--- src/rtl/tgt_line_cache.sv ---
module tgt_line_cache #(
  parameter int ENTRIES    = 16,
  parameter int ADDR_W     = 32,
  parameter int LINE_BYTES = 16
) (
  input  logic                    clk,
  input  logic                    rst_n,
  input  logic                    flush,
  input  logic                    look_en,
  input  logic [ADDR_W-1:0]       look_addr,
  output logic                    look_hit,
  output logic [LINE_BYTES*8-1:0] look_line,
  input  logic                    fill_en,
  input  logic [ADDR_W-1:0]       fill_addr,
  input  logic [LINE_BYTES*8-1:0] fill_line
);
  localparam int LINE_W = LINE_BYTES * 8;
  localparam int IDX_W  = (ENTRIES > 1) ? $clog2(ENTRIES) : 1;
  localparam logic [IDX_W-1:0] LAST = IDX_W'(ENTRIES - 1);

  logic [ENTRIES-1:0] vld;
  logic [ADDR_W-1:0]  tag  [ENTRIES];
  logic [LINE_W-1:0]  data [ENTRIES];
  logic [IDX_W-1:0]   rr, hit_idx, same_idx, free_idx, victim;
  logic [ENTRIES-1:0] hit_vec, same_vec;
  logic               any_free, any_same, write, evict;

  for (genvar e = 0; e < ENTRIES; e++) begin : g_cmp
    assign hit_vec[e]  = vld[e] && (tag[e] == look_addr);
    assign same_vec[e] = vld[e] && (tag[e] == fill_addr);
  end

  always_comb begin
    hit_idx  = '0;
    same_idx = '0;
    free_idx = '0;
    any_free = 1'b0;
    for (int e = ENTRIES - 1; e >= 0; e--) begin
      if (hit_vec[e])  hit_idx  = IDX_W'(e);
      if (same_vec[e]) same_idx = IDX_W'(e);
      if (!vld[e]) begin
        free_idx = IDX_W'(e);
        any_free = 1'b1;
      end
    end
  end

  assign any_same  = |same_vec;
  assign victim    = any_same ? same_idx : (any_free ? free_idx : rr);
  assign write     = fill_en && !flush;
  assign evict     = write && !any_same && !any_free;
  assign look_hit  = look_en && (|hit_vec);
  assign look_line = look_hit ? data[hit_idx] : '0;

  always_ff @(posedge clk) begin
    if (!rst_n || flush) begin
      vld <= '0;
      rr  <= '0;
    end else if (write) begin
      vld[victim] <= 1'b1;
      if (evict) rr <= (rr == LAST) ? '0 : rr + 1'b1;
    end
  end

  always_ff @(posedge clk) begin
    if (rst_n && write) begin
      tag[victim]  <= fill_addr;
      data[victim] <= fill_line;
    end
  end

  assert_quiet_when_idle_R2: assert property (@(posedge clk) disable iff (!rst_n)
    !look_en |-> (!look_hit && look_line == '0));

  assert_fill_seen_next_R4: assert property (@(posedge clk) disable iff (!rst_n)
    ($past(rst_n) && $past(fill_en) && !$past(flush) && look_en
     && look_addr == $past(fill_addr)) |-> look_hit);

  assert_no_duplicate_R6: assert property (@(posedge clk) disable iff (!rst_n)
    $onehot0(hit_vec));

  assert_pointer_steps_R7: assert property (@(posedge clk) disable iff (!rst_n)
    ($past(rst_n) && !$past(flush) && rr != $past(rr))
      |-> (rr == (($past(rr) == LAST) ? '0 : $past(rr) + 1'b1)));

  assert_flush_empties_R8: assert property (@(posedge clk) disable iff (!rst_n)
    flush |=> !look_hit);
endmodule

--- config.mk ---
export PLATFORM = sky130hd
export DESIGN_NAME = tgt_line_cache
export DESIGN_NICKNAME = d
export VERILOG_FILES = /design/src/rtl/tgt_line_cache.sv
export SDC_FILE = /design/constraint.sdc
export NUM_CORES = 2
export LEC_CHECK = 0
export ABC_AREA = 1
export BUFFER_PORTS_ARGS = -buffer_cell sky130_fd_sc_hd__buf_2
export CAP_MARGIN = 20
export CELL_PAD_IN_SITES_DETAIL_PLACEMENT = 1
export CELL_PAD_IN_SITES_GLOBAL_PLACEMENT = 1
export CORE_MARGIN = 2
export CORE_UTILIZATION = 25
export DETAILED_ROUTE_END_ITERATION = 10
export PLACE_DENSITY_LB_ADDON = 0.3
export SYNTH_ARGS = -nofsm -noshare
export SYNTH_HDL_FRONTEND = slang
export SYNTH_SLANG_ARGS = --single-unit
--- constraint.sdc ---
create_clock -name clk -period 19.2 [get_ports clk]
set_input_delay 0.96 -clock clk [delete_from_list [all_inputs] [get_ports clk]]
set_output_delay 0.96 -clock clk [all_outputs]
set_load 0.005 [all_outputs]
==> results.py <==
metrics = {
    "detailed_routing": {
        "post_drt_via_cell_ratio": 4.976,
        "firstDrtPassIters": 6,
        "ant_nets": 0,
        "drt_wl_total_mm": 476.8,
        "dr.first_iter.drc_count": 8599,
        "avgRoutedWirePerCell_um": 27.05,
        "route.detailed.drc": 0,
        "routed-via-count": 87720,
    },
    "logic_synthesis": {
        "ys.flop_type": "edfxtp_1",
        "yosysUniqueCellTypes": 46,
        "syn-num-nets": 11170,
        "synth-edff-count": 2560,
        "synth.yosys.warnings": 0,
        "synth_most_common_cell": "edfxtp_1",
        "synth_seq_area_share_pct": 65.09,
        "synth_async_sr_flop_share_pct": 0,
        "ys_top_cells_by_area": "edfxtp_1, nand3_1, inv_1",
        "synth_largest_area_cell": "edfxtp_1",
        "synthTopCellsByCount": "edfxtp_1, nand3_1, inv_1",
        "netlist_area_um2": 118700,
        "synth_seq_cells": 2580,
        "syn_inst": 10970,
        "synth_top_cell_area_share_pct": 64.75,
        "syn_area_per_cell_um2": 10.82,
    },
    "power_and_ir_drop": {
        "power_mw": 12.29,
        "ir_drop_v": 0.00008025,
        "p_leak_nw": 51.50,
        "p_per_area_nw_per_um2": 89.88,
    },
    "place": {
        "detailed_place_hpwl_mm": 263.1,
        "gp_congestion": 0.9420,
        "dp_slack_ns": 9.190,
        "port_buffers": 325,
        "place_area_um2": 127200,
        "placed_cells": 17060,
    },
    "cts": {
        "clock_sinks": 2580,
        "ctsLongestPathBuffers": 4,
        "ctsRootBufferMaster": "clkbuf_16",
        "hold_buffers": 0,
        "htree_levels": 5,
        "clk-insertion-delay-late_ns": 0.98,
        "postCtsSetupRepairBufs": 0,
        "numCtsBuffers": 306,
        "cts_resized": 0,
        "cts_tree": "yes",
        "path_clk_slew_ns": 0.06,
    },
    "sta": {
        "fin_crit_sh_pct": 52.70,
        "layout_setup_ws_ns": 9.081,
        "finalSetupTns_ns": 0,
        "setup_violations": 0,
        "slew_headroom_pct": 13.78,
        "tightestPinTransition_ns": 1.293,
        "grt_setup_unrepaired": "no",
        "max_clock_freq_ghz": 0.09883,
        "final_hold_viol_count": 0,
        "fin_crit_ns": 10.12,
        "slew_violations": 0,
        "skew_ns": 0.09572,
        "whs_ns": 0.3607,
    },
    "setup_path": {
        "cp_max_fo": 140,
        "start_kind": "primary input",
        "r2r_slack_ns": 11.95,
        "worstPathRequired_ns": 18.24,
        "cp-end-kind": "output pin",
        "crit_type": "in -> out",
        "r2r_start": "tag[7][16]",
        "crit_end": "look_line[106]",
        "reg2reg_depth": 13,
        "r2r_end": "data[13][38]",
        "crit_start": "look_addr[11]",
        "cp.arrival_ns": 9.16,
    },
    "job": {
        "drv_cap": 0,
    },
    "floorplan": {
        "rows": 253,
        "ioPinCount": 326,
        "core-area_um2": 473900,
        "dieArea_um2": 480400,
        "start_util_pct": 25.05,
        "die-width_um": 693.1,
        "die_h_um": 693.1,
    },
    "final_layout": {
        "drive_gt1_share_pct": 8.830,
        "area_growth_pct": 15.21,
        "layout.cells.non_filler": 17630,
        "fin_util_pct": 28.86,
        "final_nets": 11320,
        "fill_cells": 52640,
        "design_area_um2": 136800,
    },
    "grt": {
        "overflow": 0,
        "antenna_found_initial": 96,
        "grt_pass1_vias": 87010,
        "grt_max_degree": 207,
        "grt.total_usage_pct": 19.20,
        "grt_pass1_wl_mm": 670.7,
    },
    "status": {
        "status": "complete, no violations",
    },
    "worst_hold_path": {
        "hold_class": "in -> reg",
    },
}
-- sequential cells by signal, indices dropped and copies added, names as in the netlist --
| name | count |
|---|---|
| rr | 4 |
| data | 2048 |
| tag | 512 |
| vld | 16 |
-- where the power goes --
| part | switching, mW | total, mW | internal [mW] |
|---|---|---|---|
| Sequential | 0.00434 | 6.21 | 6.20 |
| Clock | 2.46 | 5.67 | 3.20 |
| Combinational | 0.329 | 0.418 | 0.0889 |
| Total | 2.80 | 12.3 | 9.49 |
-- area by class of cell --
cell class                 count  area [µm²]  share of cell area (%)
sequential                  2580       77270                   56.50
multi-input combinational   5945       31890                   23.31
clock buffer                 389        8118                   5.935
tap                         6247        7816                   5.715
inverter                    1739        6559                   4.795
timing repair buffer         554        3686                   2.695
clock inverter               152        1380                   1.009
antenna                       21       52.55                 0.03842
-- layout by cell type, fill, tap and decap left out, drive strengths merged, types with 215 or more instances in the layout --
cell	instances
o22ai	357
buf	554
nand3	2243
edfxtp	2560
nor2	215
nand3b	642
clkbuf	389
inv	1734
nand2	1449
xnor2	257
-- layer usage --
| layer | vias up | routed length [µm] | GRT usage [%] |
|---|---|---|---|
| li1 | 38500 | - | - |
| met1 | 45060 | 207100 | 25.83 |
| met2 | 3187 | 217500 | 30.80 |
| met3 | 932 | 32210 | 3.454 |
| met4 | 48 | 19690 | 7.062 |
| met5 | - | 307 | 0 |
-- critical path: stages --
cell and delay [ns]:
buf_2 0.66, inv_2 0.56, nand2_1 0.17, nand2_1 0.09
nor2_1 0.12, nand2_1 0.06, nor2_1 0.09, nand3_1 0.10
o21ai_0 0.63, nand3_1 0.36, nand2_1 0.17, nand2_1 0.12
nand2_1 0.09, nand3_1 0.06, nand2_1 0.11, nand3_4 0.60
inv_16 0.77, buf_12 0.61, buf_12 0.62, buf_4 0.74
nand3_1 0.15, nand3_1 0.11, nand3_1 0.08, a21oi_1 0.49
buf_2 0.22
-- cell families (layout without fill, tap and decap cells) --
logic type | after synthesis | after routing | synth area share, %
AO/OA/AOI/OAI | 815 | 815 | 4.170
buffers and inverters | 2442 | 2834 | 8.203
flip-flops | 2580 | 2580 | 65.09
adder cells (fa/ha/maj) | 1 | 1 | 0.01054
other | 0 | 21 | 0
AND/OR/NAND/NOR | 4805 | 4805 | 20.13
XOR/XNOR | 324 | 324 | 2.390
-- worst min-delay path by stage --
| stage | to | startpoint | cells past startpoint | slack, ns |
|---|---|---|---|---|
| final | data[14][8] | fill_line[8] | 1 | 0.36 |
| after global routing | data[12][105] | fill_line[105] | 1 | 0.32 |
| after CTS | data[14][49] | fill_line[49] | 1 | 0.26 |
| after detailed placement | rr[2] | rr[2] | 2 | 0.52 |
| after global placement | rr[2] | rr[2] | 2 | 0.51 |
| after floorplan | vld[1] | vld[1] | 2 | 0.47 |
Power figures use the tool's default switching activity.
